$ cat config.mk
export PLATFORM = sky130hd
export DESIGN_NAME = bht_predictor
export DESIGN_NICKNAME = d
export VERILOG_FILES = /design/src/rtl/bht_pkg.sv /design/src/rtl/bht_hist_step.sv /design/src/rtl/bht_match.sv /design/src/rtl/bht_table.sv /design/src/rtl/bht_predictor.sv
export SDC_FILE = /design/constraint.sdc
export NUM_CORES = 1
export LEC_CHECK = 0
export BUFFER_PORTS_ARGS = -buffer_cell sky130_fd_sc_hd__clkbuf_2
export CORE_ASPECT_RATIO = 0.5
export CORE_MARGIN = 1.5
export CORE_UTILIZATION = 40
export CTS_CLUSTER_DIAMETER = 200
export DETAILED_ROUTE_END_ITERATION = 8
export PLACE_DENSITY = 0.61
export RECOVER_POWER = 50
export SKIP_CTS_REPAIR_TIMING = 1
export SLEW_MARGIN = 5
export SYNTH_ARGS = -nofsm -noshare
export SYNTH_HDL_FRONTEND = slang
export SYNTH_SLANG_ARGS = --single-unit
$ cat constraint.sdc
create_clock -name clk -period 4.2 [get_ports clk]
set_input_delay 0.21 -clock clk [delete_from_list [all_inputs] [get_ports clk]]
set_output_delay 0.21 -clock clk [all_outputs]
set_load 0.01 [all_outputs]
$ cat src/rtl/bht_pkg.sv
// Shared types for the branch history table predictor.
// Assumes a two-bit history whose top bit is the predicted direction.
package bht_pkg;
    typedef enum logic [1:0] {
        HIST_STRONG_NT = 2'b00,
        HIST_WEAK_NT   = 2'b01,
        HIST_WEAK_T    = 2'b10,
        HIST_STRONG_T  = 2'b11
    } hist_t;
endpackage

$ cat src/rtl/bht_hist_step.sv
// Next-state logic of one two-bit saturating history.
// Assumes the caller only applies the result when a resolution hits the slot.
module bht_hist_step
    import bht_pkg::*;
(
    input  hist_t cur,
    input  logic  taken,
    output hist_t nxt
);
    // Step one state toward the outcome, saturating at both ends.
    always_comb begin
        unique case (cur)
            HIST_STRONG_NT: nxt = taken ? HIST_WEAK_NT  : HIST_STRONG_NT;
            HIST_WEAK_NT:   nxt = taken ? HIST_WEAK_T   : HIST_STRONG_NT;
            HIST_WEAK_T:    nxt = taken ? HIST_STRONG_T : HIST_WEAK_NT;
            default:        nxt = taken ? HIST_STRONG_T : HIST_WEAK_T;
        endcase
    end
endmodule

$ cat src/rtl/bht_match.sv
// Fully associative tag compare over all slots.
// Assumes tags are unique among valid slots; the lowest index wins otherwise.
module bht_match #(
    parameter  int ADDR_W  = 16,
    parameter  int ENTRIES = 8,
    localparam int IDX_W   = $clog2(ENTRIES)
) (
    input  logic [ADDR_W-1:0]              addr,
    input  logic [ENTRIES-1:0]             ent_valid,
    input  logic [ENTRIES-1:0][ADDR_W-1:0] ent_tag,
    output logic                           hit,
    output logic [IDX_W-1:0]               idx
);
    logic [ENTRIES-1:0] eq;

    for (genvar e = 0; e < ENTRIES; e++) begin : g_cmp
        assign eq[e] = ent_valid[e] && (ent_tag[e] == addr);
    end

    // Reduce the match vector to a flag and a slot number.
    always_comb begin
        hit = |eq;
        idx = '0;
        for (int e = ENTRIES - 1; e >= 0; e--) begin
            if (eq[e]) idx = IDX_W'(e);
        end
    end
endmodule

$ cat src/rtl/bht_table.sv
// Slot storage: valid, tag, target, history, plus the round-robin pointer.
// Assumes upd_hit/upd_idx come from a compare against the current contents.
module bht_table
    import bht_pkg::*;
#(
    parameter  int ADDR_W  = 16,
    parameter  int ENTRIES = 8,
    localparam int IDX_W   = $clog2(ENTRIES)
) (
    input  logic                           clk,
    input  logic                           rst_n,
    input  logic                           upd_en,
    input  logic                           upd_hit,
    input  logic [IDX_W-1:0]               upd_idx,
    input  logic [ADDR_W-1:0]              upd_pc,
    input  logic [ADDR_W-1:0]              upd_tgt,
    input  logic                           upd_taken,
    output logic [ENTRIES-1:0]             ent_valid,
    output logic [ENTRIES-1:0][ADDR_W-1:0] ent_tag,
    output logic [ENTRIES-1:0][ADDR_W-1:0] ent_tgt,
    output logic [ENTRIES-1:0][1:0]        ent_hist,
    output logic [IDX_W-1:0]               alloc_ptr
);
    logic do_alloc;
    assign do_alloc = upd_en && !upd_hit;

    for (genvar e = 0; e < ENTRIES; e++) begin : g_slot
        hist_t step_nxt;
        logic  wr_hit;
        logic  wr_new;

        bht_hist_step u_step (
            .cur   (hist_t'(ent_hist[e])),
            .taken (upd_taken),
            .nxt   (step_nxt)
        );

        assign wr_hit = upd_en && upd_hit && (upd_idx == IDX_W'(e));
        assign wr_new = do_alloc && (alloc_ptr == IDX_W'(e));

        // Fill a slot on allocation or step its history on a hit.
        always_ff @(posedge clk) begin
            if (!rst_n) begin
                ent_valid[e] <= 1'b0;
                ent_tag[e]   <= '0;
                ent_tgt[e]   <= '0;
                ent_hist[e]  <= HIST_STRONG_NT;
            end else if (wr_new) begin
                ent_valid[e] <= 1'b1;
                ent_tag[e]   <= upd_pc;
                ent_tgt[e]   <= upd_tgt;
                ent_hist[e]  <= upd_taken ? HIST_WEAK_T : HIST_WEAK_NT;
            end else if (wr_hit) begin
                ent_hist[e] <= step_nxt;
                if (upd_taken) ent_tgt[e] <= upd_tgt;
            end
        end
    end

    // Advance the replacement pointer after each allocation.
    always_ff @(posedge clk) begin
        if (!rst_n) begin
            alloc_ptr <= '0;
        end else if (do_alloc) begin
            alloc_ptr <= (alloc_ptr == IDX_W'(ENTRIES - 1)) ? '0 : alloc_ptr + 1'b1;
        end
    end
endmodule

$ cat src/rtl/bht_predictor.sv
// Branch history table predictor: lookup, next-address select, resolution
// update with round-robin allocation, and misprediction redirect.
// Assumes at most one resolution per cycle; redirect outranks prediction.
module bht_predictor #(
    parameter  int ADDR_W  = 16,
    parameter  int ENTRIES = 8,
    localparam int IDX_W   = $clog2(ENTRIES)
) (
    input  logic              clk,
    input  logic              rst_n,
    input  logic [ADDR_W-1:0] fetch_pc,
    output logic [ADDR_W-1:0] next_pc,
    output logic              pred_hit,
    output logic              pred_taken,
    input  logic              resolve_valid,
    input  logic [ADDR_W-1:0] resolve_pc,
    input  logic [ADDR_W-1:0] resolve_target,
    input  logic              resolve_taken,
    input  logic              resolve_pred_taken,
    output logic              redirect_valid,
    output logic [ADDR_W-1:0] redirect_pc
);
    logic [ENTRIES-1:0]             ent_valid;
    logic [ENTRIES-1:0][ADDR_W-1:0] ent_tag;
    logic [ENTRIES-1:0][ADDR_W-1:0] ent_tgt;
    logic [ENTRIES-1:0][1:0]        ent_hist;
    logic [IDX_W-1:0]               alloc_ptr;
    logic [IDX_W-1:0]               lk_idx;
    logic                           upd_hit;
    logic [IDX_W-1:0]               upd_idx;

    bht_match #(.ADDR_W(ADDR_W), .ENTRIES(ENTRIES)) u_fetch_match (
        .addr      (fetch_pc),
        .ent_valid (ent_valid),
        .ent_tag   (ent_tag),
        .hit       (pred_hit),
        .idx       (lk_idx)
    );

    bht_match #(.ADDR_W(ADDR_W), .ENTRIES(ENTRIES)) u_resolve_match (
        .addr      (resolve_pc),
        .ent_valid (ent_valid),
        .ent_tag   (ent_tag),
        .hit       (upd_hit),
        .idx       (upd_idx)
    );

    bht_table #(.ADDR_W(ADDR_W), .ENTRIES(ENTRIES)) u_table (
        .clk       (clk),
        .rst_n     (rst_n),
        .upd_en    (resolve_valid),
        .upd_hit   (upd_hit),
        .upd_idx   (upd_idx),
        .upd_pc    (resolve_pc),
        .upd_tgt   (resolve_target),
        .upd_taken (resolve_taken),
        .ent_valid (ent_valid),
        .ent_tag   (ent_tag),
        .ent_tgt   (ent_tgt),
        .ent_hist  (ent_hist),
        .alloc_ptr (alloc_ptr)
    );

    // Detect a wrong direction and form the restart address.
    always_comb begin
        redirect_valid = resolve_valid && (resolve_taken != resolve_pred_taken);
        redirect_pc    = resolve_taken ? resolve_target : resolve_pc + ADDR_W'(1);
    end

    // Choose the next prefetch address: redirect, predicted target or sequential.
    always_comb begin
        pred_taken = pred_hit && ent_hist[lk_idx][1];
        if (redirect_valid)  next_pc = redirect_pc;
        else if (pred_taken) next_pc = ent_tgt[lk_idx];
        else                 next_pc = fetch_pc + ADDR_W'(1);
    end
endmodule

# Word-level counts from Yosys, hierarchy flattened
# Index checks and enable logic that the tools add are counted.
# classes
add_sub_neg,3
n_mux,70
eq_ne,47
n_reduce_logical,73
magnitude_cmp,1
# ops
op,count
16-bit two-way mux,21
16-bit equality test,16
3-bit two-way mux,17
16-bit binary-select mux with 3-bit select,1
2-bit one-hot mux with 3 select lines,8
2-bit two-way mux,20
1-bit logical AND,36
16-bit by 1-bit adder with 16-bit output (second input constant),2
2-bit nonzero test,16
3-bit equality test (second input constant),8
2-bit by 1-bit equality test with 1-bit output (second input constant),8
2-bit equality test (second input constant),8
2-bit logical NOT,8
2-bit AND reduction,8
8-bit OR reduction,2
3-bit by 2-bit equality test with 1-bit output (second input constant),4
2-bit binary-select mux with 3-bit select,1
3-bit by 1-bit equality test with 1-bit output (second input constant),2
3-bit logical NOT,2
3-bit by 4-bit less-than comparator with 1-bit output (second input constant),1
3-bit by 1-bit adder with 3-bit output (second input constant),1
1-bit two-way mux,2
1-bit logical NOT,1
1-bit != test,1
# word_totals
out_inout_bits,35
register_bits,283
inputBits,53
word_cells,227

# Depth between registers and ports, before layout
# Gate-level depths: netlist of the first run.
# depth
word_depth,15
ltp_mapped,15

# Cells and area by module
# Synthesis of the first run repeated with hierarchy kept, for this count alone.
# unflattened
hier_cells,1850
hier_area_um2,16285.6
# by_module_without_submodules
module,n_inst,cells_per_inst,area_per_inst_um2,seq_area_each_um2
bht_table,1,1162,10670.2,5665.4
bht_match,2,207,1645.3,0.0
bht_predictor,1,250,2114.5,0.0
bht_hist_step,8,3,26.3,0.0

# Worst setup path before layout of the first run
# OpenSTA, ideal clock, no wires.
# synth_timing
path_type,input-to-output
from,input fetch_pc[0]
to,output next_pc[10]
t_arrival_ns,2.938
path_buffers,3
setup_slack_ns,1.052
path_stages,13
t_required_ns,3.990
cell_sequence,buf_4 > xor2_1 > or4_1 > nor3b_1 > a211oi_1 > o311ai_1 > nor2_1 > nor3b_1 > o32ai_4 > and2_1 > buf_6 > buf_6 > a21o_1
# synth_between
elab_chain_cells,15
elab_cells_between_ends,33
cone_classes,1 x add/sub; 8 x eq/ne; 14 x mux; 10 x reduce/logical
# synth_rtl
item,line,source
"start, declared",bht_predictor.sv:11,"input logic [ADDR_W-1:0] fetch_pc,"
16-bit equality test,bht_match.sv:17,assign eq[e] = ent_valid[e] && (ent_tag[e] == addr);
1-bit logical AND,bht_match.sv:17,
3-bit two-way mux (8 in a row),bht_match.sv:25,if (eq[e]) idx = IDX_W'(e);
2-bit binary-select mux with 3-bit select,bht_predictor.sv:72,pred_taken = pred_hit && ent_hist[lk_idx][1];
2-bit two-way mux (implied by the code),bht_predictor.sv:72,
1-bit logical AND,bht_predictor.sv:72,
16-bit two-way mux *,bht_predictor.sv:74,else if (pred_taken) next_pc = ent_tgt[lk_idx];
16-bit two-way mux *,bht_predictor.sv:73,if (redirect_valid) next_pc = redirect_pc;
"end, declared",bht_predictor.sv:12,"output logic [ADDR_W-1:0] next_pc,"
# Every way passes the cells marked *; elsewhere a longest branch is shown, timed or not. The select of a mux whose other input is x is not followed.

# Final worst setup path of the first run
# layout_timing
from,register u_table.ent_tag[107] (netlist bit)
to,output next_pc[11]
# layout_between
elab_chain_cells,14
elab_cells_between_ends,17
cone_classes,1 x eq/ne; 13 x mux; 3 x reduce/logical
# layout_rtl
item,line,source
"start, declared",bht_table.sv:19,"output logic [ENTRIES-1:0][ADDR_W-1:0] ent_tag,"
"start signal, assigned by index",bht_table.sv:50,ent_tag[e] <= upd_pc;
16-bit equality test *,bht_match.sv:17,
1-bit logical AND *,bht_match.sv:17,
3-bit two-way mux (7 in a row),bht_match.sv:25,
2-bit binary-select mux with 3-bit select,bht_predictor.sv:72,
2-bit two-way mux (implied by the code),bht_predictor.sv:72,
1-bit logical AND,bht_predictor.sv:72,
16-bit two-way mux *,bht_predictor.sv:74,
16-bit two-way mux *,bht_predictor.sv:73,
# Marked as above.

==> results of run 1 <==
-- cells in the mapped netlist (8+ instances only) --
| master | number |
|---|---|
| a22o_1 | 17 |
| a221oi_1 | 17 |
| nand4_1 | 53 |
| and2_1 | 12 |
| nand2_1 | 344 |
| buf_4 | 14 |
| dfxtp_1 | 283 |
| nor3_1 | 18 |
| nor4_1 | 43 |
| buf_2 | 47 |
| and3_1 | 14 |
| clkbuf_1 | 89 |
| buf_1 | 9 |
| inv_1 | 18 |
| nand3_1 | 108 |
| xnor2_1 | 172 |
| xor2_1 | 113 |
| nor2_1 | 178 |
| mux2i_1 | 175 |
| nand2b_1 | 9 |
| buf_6 | 12 |
| a21o_1 | 14 |
| o21ai_0 | 34 |
| o31ai_1 | 13 |
| nor4b_1 | 11 |
| or4_1 | 9 |
| a21oi_1 | 172 |
| ha_1 | 8 |
-- stage by stage --
step	instances	setup slack, ns	area [um^2]	hold WS (ns)	utilization [%]
floorplan	2122	1.05	17000	0.328	-
global placement	2719	0.121	18300	0.449	43.7
detailed placement	2719	0.153	18300	0.456	43.7
CTS	2773	-0.257	19300	-0.0221	46.0
global route	2776	-0.00385	19600	0.00253	46.6
finish	2776	0.0948	19600	-0.00222	46.6
-- registers in the layout, summed over array words and instances (netlist names) --
signal	count
u_table.ent_tag	128
u_table.ent_valid	8
u_table.ent_hist	16
u_table.alloc_ptr	3
u_table.ent_tgt	128
-- layer usage --
| layer | global-route usage, % | vias to the layer above |
|---|---|---|
| li1 | - | 7450 |
| met1 | 37.8 | 7621 |
| met2 | 43.1 | 534 |
| met3 | 4.22 | 124 |
| met4 | 10.9 | 2 |
| met5 | 0 | - |
-- power by group through the flow --
stage          combinational (uW)  sequential (uW)  clock [uW]
6_report                      952             2810        2740
3_5_place_dp                  924             2870           0
5_1_grt                      1020             2820        2910
2_1_floorplan                 620             2850           0
4_1_cts                       927             2810        2780
3_3_place_gp                  917             2870           0
-- layout by cell type, fill, tap and decap left out, drive strengths merged, types with 7 or more instances in the layout --
cell type	n
nand2	344
dfxtp	283
nor2	179
mux2i	175
a21oi	174
xnor2	172
clkbuf	140
xor2	113
nand3	108
buf	94
nand4	53
nor4	45
o21ai	40
inv	20
nor3	18
a22o	17
a221oi	17
and3	16
a21o	14
o31ai	13
and2	12
nor4b	11
or4	10
or4b	10
nand2b	9
ha	8
a31oi	7
or2	7
nor3b	7
-- final timing paths --
check | end | slack [ns]
worst max-delay path | next_pc[11] | 0.09
worst min-delay path | u_table.ent_hist[3]$_SDFFE_PN0P_ | -0.002
worst max register to register | u_table.ent_tgt[84]$_SDFFE_PN0P_ | 0.29
worst min register to register | u_table.ent_tgt[11]$_SDFFE_PN0P_ | 0.46
-- area by class of cell --
cell class	count	area share [%]
multi-input cells	1649	55.0
diodes	2	0.0256
inverters	18	0.383
repair buffers	193	6.84
clock inverters	12	0.773
flip-flops and latches	283	29.0
well taps	577	3.69
clock buffers	42	4.31
-- kinds of logic after synthesis --
| group | after synthesis | share of synthesized area [%] |
|---|---|---|
| AO/OA/AOI/OAI | 319 | 11.6 |
| XOR/XNOR | 285 | 14.6 |
| multiplexers | 178 | 10.5 |
| adder cells (fa/ha/maj) | 8 | 0.587 |
| flip-flops | 283 | 33.2 |
| buffers and inverters | 190 | 5.37 |
| AND/OR/NAND/NOR | 859 | 24.1 |
==> reports/qor.yml, run 1 <==
status: "finished with violations"
failed_checks: "hold timing, capacitance limit, slew limit"
ir_drop_v: 0.000288
grt.overflow.total: 0
drt-initial-drc-count: 1628
avgSynthCellArea_um2: 8.03
cp_max_fo: 16
multi_input_area_mm2: 0.0108
yosysTopAreaCellShare_pct: 33.2
dr.pass1.iters: 5
hold_slack_ns: -0.00222
dpl.hpwl_um: 43800
slowest_delay_ns: 0.60
antenna_found_initial: 3
final_nets: 2235
clkTransAtPathRegs_ns: 0.07
power_uw: 6500
cts_tree: "built"
drt-met1-wl_um: 27500
syn-num-nets: 2183
tns_ns: 0
drive_gt1_share_pct: 12.8
yosysSeqAreaShare_pct: 33.2
skew_ns: 0.0207
leakagePower_uw: 0.00712
row_count: 53
wirelength_um: 60900
p_sw_share_pct: 28.1
grt_usage_pct: 27.5
critPathBufInv: 3
synthesis.instances: 2122
tightest_slew_ns: 1.87
rr_startpoint: "u_table.ent_tag[64]$_SDFFE_PN0P_"
wl_met3_um: 4130
vias: 15700
worstSetupStartpoint: "u_table.ent_tag[107]$_SDFFE_PN0P_"
fp.dieW_um: 295
cp_cell_sequence: "xor2_1 -> or4_1 -> nor3b_4 -> nand2_1 -> a221oi_2 -> buf_4 -> o21ai_1 -> and2_1 -> buf_12 -> a22o_1 -> a221oi_4 -> a21o_1 -> clkbuf_2"
synth.cell_area_mm2: 0.0170
hp-start: "rst_n"
crit_family: "simple AND/OR/NAND/NOR gates"
arrival_ns: 3.90
worstSetupPathType: "flop to output port"
fp.coreArea_mm2: 0.0420
hold_path_class: "input pin to flop"
grt_max_degree: 121
highest_layer: "met5"
rr_worst_depth: 11
crit_path_end_kind: "output port"
dieArea_mm2: 0.0439
met2_length_um: 26900
viasPerCell: 5.67
htree_levels: 1
required_ns: 3.99
syn2layout_area_growth_pct: 14.8
clkLatencyLatePin_ns: 0.58
ys_async_sr_fraction_pct: 0
internal_power_uw: 4670
grt_pass1_wl_um: 92000
p_comb_share_pct: 14.6
synth_edf_count: 0
crit_slowest_cell: "or4_1"
crit_cells: 13
grt_pass1_vias: 14900
io_pins: 88
cts-buffers-inserted: 29
die_h_um: 149
drt-wirelength-per-cell_um: 22.0
max_freq_mhz: 244
p_clk_share_pct: 42.1
maxCapViolations: 1
hold_violations: 2
p_per_area_mw_per_mm2: 332
period_needed_ns: 4.11
synthFlopType: "dfxtp_1"
ys_ff_latch: 283
clockRootBuffer: "clkbuf_16"
start_util_pct: 40.6
fin_crit_sh_pct: 97.7
clock_sinks: 283
min_path_cells: 2
maxSlewViolCount: 48
setup_violations: 0
cts_buffer_depth: 3
yosys.area.top_type: "dfxtp_1"
route.detailed.drc: 0
synthTopCellsByArea: "dfxtp_1 (33%), mux2i_1 (10%), xnor2_1 (8.8%)"
ant_nets: 0
switchingPower_uw: 1830
gp_congestion: 0.918
ys_types: 73
io_buffer_count: 87
seq_area_mm2: 0.00567
slew_headroom_pct: -25.0
synth.yosys.warnings: 0
nFillCells: 4206
critPathLaunchType: "flop"
power_frac_seq_pct: 43.2
Power figures use the tool's default switching activity.
==> inputs of run 2 (changes only) <==
--- a/config.mk
+++ b/config.mk
@@ -9,6 +9,7 @@
 export CORE_ASPECT_RATIO = 0.5
 export CORE_MARGIN = 1.5
 export CORE_UTILIZATION = 40
+export CTS_BUF_LIST = sky130_fd_sc_hd__clkbuf_2
 export CTS_CLUSTER_DIAMETER = 200
 export DETAILED_ROUTE_END_ITERATION = 8
 export PLACE_DENSITY = 0.61
==> run 2 against run 1 <==
The flow finishes with violations (capacitance limit, slew limit, setup timing). Final cell count grew 3.7%. Die area is the same. First-iteration DRC count shrank 5.0%. Via count grew 2.9%. Critical endpoint unchanged.
==> reports/qor.yml, run 2 (synthesized netlist as in run 1, its figures left out) <==
status: "finished with violations"
failed_checks: "capacitance limit, slew limit, setup timing"
rr_endpoint: "u_table.ent_hist[3]$_SDFFE_PN0P_"
rr_startpoint: "u_table.ent_tag[18]$_SDFFE_PN0P_"
hold_slack_ns: 0.149  # +0.151 ns
max_freq_mhz: 225  # -7.5%
leakagePower_uw: 0.00734  # +3.0%
met2_length_um: 27900  # +3.6%
rr_worst_depth: 12  # +1
syn2layout_area_growth_pct: 15.3
fp.dieW_um: 295  # unchanged
cts_buffer_depth: 3  # unchanged
tightest_slew_ns: 1.84  # -0.0303 ns
clkTransAtPathRegs_ns: 0.10  # +0.03 ns
final_cell_mix: "nand2_1 (344), dfxtp_1 (272), clkbuf_2 (181)"
required_ns: 3.99  # about the same
vias: 16200  # +2.9%
fp.coreArea_mm2: 0.0420  # unchanged
hp-start: "resolve_target[15]"
critPathLaunchType: "flop"
power_uw: 5700  # -12%
p_clk_share_pct: 33.4  # -8.7 points
dpl.hpwl_um: 43800  # unchanged
highest_layer: "met5"
clock_sinks: 283  # unchanged
min_to: "u_table.ent_tgt[63]$_SDFFE_PN0P_"
drt-initial-drc-count: 1547  # -5.0%
drive_gt1_share_pct: 16.1  # +3.3 points
fin_crit_sh_pct: 106  # +7.9 points
maxCapViolations: 1  # unchanged
ir_drop_v: 0.000131  # -54%
pre_cts_slack_ns: 0.153  # unchanged
grt_usage_pct: 27.9  # +0.48 points
ant_nets: 0  # unchanged
slew_headroom_pct: -22.9  # +2.0 points
utilization_pct: 46.8  # +0.20 points
hold_violations: 0  # -2
mostFrequentLayoutCell: "nand2_1"
tns_ns: -5.12  # -5.12 ns
period_needed_ns: 4.44  # +0.334 ns
p_per_area_mw_per_mm2: 290  # -13%
dieArea_mm2: 0.0439  # unchanged
antenna_found_initial: 2  # -1
p_sw_share_pct: 33.1  # +5.0 points
wl_met3_um: 4680  # +13%
gp_congestion: 0.918  # unchanged
crit_path_end_kind: "output port"
worstSetupPathType: "flop to output port"
grt_pass1_vias: 15200  # +2.0%
hold_path_class: "input pin to flop"
drt-wirelength-per-cell_um: 21.6  # -1.5%
io_buffer_count: 87  # unchanged
power_frac_seq_pct: 49.3  # +6.1 points
skew_ns: 0.0695  # +0.0489 ns
row_count: 53  # unchanged
cts-buffers-inserted: 72  # +150%
arrival_ns: 4.23  # +0.33 ns
start_util_pct: 40.6  # unchanged
cts_tree: "built"
internal_power_uw: 3810  # -18%
grt_pass1_wl_um: 92700  # +0.66%
clkLatencyLatePin_ns: 1.01  # +0.43 ns
final_nets: 2321  # +3.8%
min_path_cells: 4  # +2
io_pins: 88  # unchanged
p_comb_share_pct: 17.3  # +2.7 points
dr.pass1.iters: 6  # +1
top_regs: "u_table.ent_tag x128, u_table.ent_tgt x128, u_table.ent_hist x16"
viasPerCell: 5.62  # -0.77%
route.detailed.drc: 0  # unchanged
switchingPower_uw: 1890  # +3.3%
grt_max_degree: 121  # unchanged
maxSlewViolCount: 48  # unchanged
htree_levels: 3  # +2
fin_ws_ns: -0.239  # -0.334 ns
rsz0062_at_grt: "true"
grt.overflow.total: 0  # unchanged
wirelength_um: 62300  # +2.2%
setup_violations: 45  # +45
cp_max_fo: 16  # unchanged
die_h_um: 149  # unchanged
clockRootBuffer: "clkbuf_2"
reg2reg_slack_ns: 0.11  # -0.18 ns
drt-met1-wl_um: 27500  # +0.11%
-- run 2: changes by cell type in the layout (fill, tap and decap cells not counted), moves of 4 or more --
cell	delta
clkbuf_1	-11
clkbuf_16	-29
dlygate4sd3_1	+35
dfxtp_2	+7
xnor2_2	+4
clkinv_1	+8
xnor2_1	-4
clkbuf_8	-7
dfxtp_1	-7
buf_4	+6
clkbuf_2	+107
-- run 2: worst max-delay path by stage --
stage               slack (ns)          end                               from
finish                   -0.24  next_pc[11]  u_table.ent_tag[107]$_SDFFE_PN0P_
global route             -0.46  next_pc[11]  u_table.ent_tag[107]$_SDFFE_PN0P_
CTS                      -0.71   next_pc[9]    u_table.ent_tag[7]$_SDFFE_PN0P_
detailed placement        0.15   next_pc[9]                       fetch_pc[13]
global placement          0.12   next_pc[9]                       fetch_pc[13]
floorplan                 1.05  next_pc[10]                        fetch_pc[0]
-- run 2: layer usage --
layer,up-vias,track usage [%]
li1,7661,-
met1,7783,37.6
met2,618,43.8
met3,130,5.42
met4,2,11.4
met5,-,0
-- run 2: critical path, stage by stage, from the launching register on --
cell,delay [ns]
dfxtp_1,0.35
xor2_1,0.19
or4_4,0.57
nor3b_4,0.26
nand2_1,0.15
a221oi_2,0.26
buf_4,0.17
o21ai_1,0.09
and2_1,0.20
buf_12,0.16
a22o_1,0.24
a221oi_4,0.25
a21o_1,0.22
clkbuf_2,0.15
-- run 2: power by group through the flow --
| stage | combinational, uW | clock [uW] | sequential [uW] |
|---|---|---|---|
| floorplan | 620 | 0 | 2850 |
| global placement | 917 | 0 | 2870 |
| detailed placement | 924 | 0 | 2870 |
| CTS | 928 | 1930 | 2810 |
| global route | 1050 | 2090 | 2820 |
| finish | 986 | 1900 | 2810 |
-- run 2: area by class of cell --
cell class                 instances  area (um^2)
fill                            4242        22300
sequential                       283         5680
multi-input combinational       1649        10800
antenna                            1         2.50
tap                              577          722
clock buffer                     101          505
inverter                          18         75.1
timing repair buffer             236         1750
clock inverter                    15         92.6
-- run 2: per-stage QoR --
step | instances | instance area [um^2]
finish | 2880 | 19700
global route | 2880 | 19700
CTS | 2835 | 18900
detailed placement | 2719 | 18300
global placement | 2719 | 18300
floorplan | 2122 | 17000
==> inputs of run 3 (changes only) <==
--- a/config.mk
+++ b/config.mk
@@ -6,13 +6,15 @@
 export NUM_CORES = 1
 export LEC_CHECK = 0
 export BUFFER_PORTS_ARGS = -buffer_cell sky130_fd_sc_hd__clkbuf_2
+export CELL_PAD_IN_SITES_DETAIL_PLACEMENT = 0
+export CELL_PAD_IN_SITES_GLOBAL_PLACEMENT = 1
 export CORE_ASPECT_RATIO = 0.5
 export CORE_MARGIN = 1.5
 export CORE_UTILIZATION = 40
 export CTS_BUF_LIST = sky130_fd_sc_hd__clkbuf_2
 export CTS_CLUSTER_DIAMETER = 200
 export DETAILED_ROUTE_END_ITERATION = 8
-export PLACE_DENSITY = 0.61
+export PLACE_DENSITY = 0.76
 export RECOVER_POWER = 50
 export SKIP_CTS_REPAIR_TIMING = 1
 export SLEW_MARGIN = 5
==> run 3 against run 2 <==
The run ends with setup timing left. Die area stayed put. Fmax fell by 3.2%. Register-to-register slack got worse by 0.38 ns. First-iteration DRC count fell by 2.4%. Critical path depth rose by 1. Flip-flop and latch count did not move. Non-clock buffer count down 3. Clock skew shrank 0.0096 ns. Count of clock-buffer cells in the layout increased by 2. Wire length is 1.8% higher. Final area rose by 0.11%. Combinational power barely moved.
==> reports/qor.yml, run 3 (synthesized netlist as in run 1, its figures left out) <==
status: "finished with violations"
failed_checks: "setup timing"
met2_length_um: 28300  # +1.5%
seq_area_mm2: 0.00567  # -0.11%
skew_ns: 0.0600  # -0.00955 ns
grt_max_degree: 179  # +48%
critPathLaunchType: "flop"
tns_ns: -5.41  # -0.290 ns
p_per_area_mw_per_mm2: 298  # +3.0%
final_nets: 2319  # -0.086%
dp_cells: 2715  # -0.15%
fin_ws_ns: -0.385  # -0.146 ns
route.detailed.drc: 0  # unchanged
required_ns: 3.99  # about the same
setup_violations: 19  # -58%
slew_headroom_pct: 4.82  # +28 points
maxSlewViolCount: 0  # -100%
cp_cell_sequence: "xor2_1 -> or4_4 -> nor3b_2 -> buf_4 -> a211oi_4 -> o2111ai_1 -> o211ai_1 -> buf_4 -> clkbuf_16 -> mux2i_1 -> a22o_1 -> a221oi_1 -> a21o_1 -> clkbuf_2"
slowest_delay_ns: 0.56  # about the same
grt.overflow.total: 0  # unchanged
top_regs: "u_table.ent_tag x128, u_table.ent_tgt x128, u_table.ent_hist x16"
ant_nets: 0  # unchanged
max_freq_mhz: 218  # -3.2%
cts-buffers-inserted: 73  # +1.4%
rsz0062_at_grt: "true"
post_layout_nonfiller_instances: 2883  # +0.10%
pre_cts_slack_ns: -0.0544  # -0.207 ns
die_h_um: 149  # unchanged
power_uw: 5880  # +3.1%
dpl.hpwl_um: 43100  # -1.6%
row_count: 53  # unchanged
wl_met3_um: 4690  # +0.11%
io_buffer_count: 87  # unchanged
drt-initial-drc-count: 1510  # -2.4%
mostFrequentLayoutCell: "nand2_1"
crit_path_end_kind: "output port"
final_cell_mix: "nand2_1 (344), dfxtp_1 (277), clkbuf_2 (191)"
vias: 16200  # +0.080%
crit_slowest_cell: "or4_4"
cp_max_fo: 16  # unchanged
hold_slack_ns: 0.164  # +0.0147 ns
period_needed_ns: 4.58  # +0.146 ns
drt-wirelength-per-cell_um: 22.0  # +1.7%
hold_path_class: "input pin to flop"
clockRootBuffer: "clkbuf_2"
clock_sinks: 283  # unchanged
cts_tree: "built"
fp.coreArea_mm2: 0.0420  # unchanged
maxCapViolations: 0  # -1
fp.dieW_um: 295  # unchanged
htree_levels: 3  # unchanged
antenna_found_initial: 2  # unchanged
cts_buffer_depth: 3  # unchanged
clkLatencyLatePin_ns: 0.98  # -0.03 ns
highest_layer: "met5"
reg2reg_slack_ns: -0.27  # -0.38 ns
worstSetupPathType: "flop to output port"
drive_gt1_share_pct: 16.2  # +0.15 points
io_pins: 88  # unchanged
clkTransAtPathRegs_ns: 0.11  # about the same
start_util_pct: 40.6  # unchanged
hold_violations: 0  # unchanged
multi_input_area_mm2: 0.0108  # -0.47%
dieArea_mm2: 0.0439  # unchanged
gp_congestion: 0.981  # +6.9%
viasPerCell: 5.62  # about the same
syn2layout_area_growth_pct: 15.5
ir_drop_v: 0.000141  # +7.0%
arrival_ns: 4.37  # +0.14 ns
nFillCells: 4191  # -1.2%
wirelength_um: 63400  # +1.8%
grt_pass1_wl_um: 91800  # -0.92%
leakagePower_uw: 0.00735  # +0.18%
grt_pass1_vias: 14700  # -3.0%
grt_usage_pct: 27.7  # -0.19 points
dr.pass1.iters: 8  # +2
fin_crit_sh_pct: 109  # +3.5 points
tightest_slew_ns: 1.43  # -0.416 ns
cpMostUsedCell: "buf_4"
drt-met1-wl_um: 28200  # +2.4%
run 3: metrics by stage:
step	util, %	instance area, um^2
after floorplan	-	17000
after global placement	43.6	18300
after detailed placement	43.6	18300
after CTS	45.2	19000
after global routing	46.9	19700
final	46.9	19700
run 3: critical path, delay by kind of cell (launching register included):
kind                   cells  cell delay [ns]
multiplexers               1             0.14
AO/OA/AOI/OAI              6             1.30
buffers and inverters      4             0.68
AND/OR/NAND/NOR            2             0.72
XOR/XNOR                   1             0.18
flip-flops                 1             0.35
run 3: where the power goes:
part	switching, uW	leakage (uW)	total (uW)	internal (uW)
combinational	624	0.00454	987	363
clock	1240	0.000513	2080	836
sequential	64.8	0.00229	2810	2750
total	1930	0.00735	5880	3950
run 3: final timing paths:
kind	start	to	cells past startpoint
min	resolve_pc[9]	u_table.ent_tag[89]$_SDFFE_PN0P_	4
max	u_table.ent_tag[107]$_SDFFE_PN0P_	next_pc[7]	14
max reg2reg	u_table.ent_tag[24]$_SDFFE_PN0P_	u_table.ent_hist[3]$_SDFFE_PN0P_	12
min reg2reg	u_table.ent_tgt[2]$_SDFFE_PN0P_	u_table.ent_tgt[2]$_SDFFE_PN0P_	2
run 3: routing by layer:
metal	track usage [%]	up-vias
li1	-	7649
met1	37.2	7780
met2	43.1	628
met3	6.09	148
met4	11.6	2
met5	0	-
run 3: final cells by class:
type / count / area share (%)
flip-flops and latches: 283 / 28.8
well taps: 577 / 3.67
inverters: 18 / 0.381
clock buffers: 103 / 2.62
clock inverters: 19 / 0.788
repair buffers: 233 / 8.93
multi-input cells: 1649 / 54.8
diodes: 1 / 0.0127
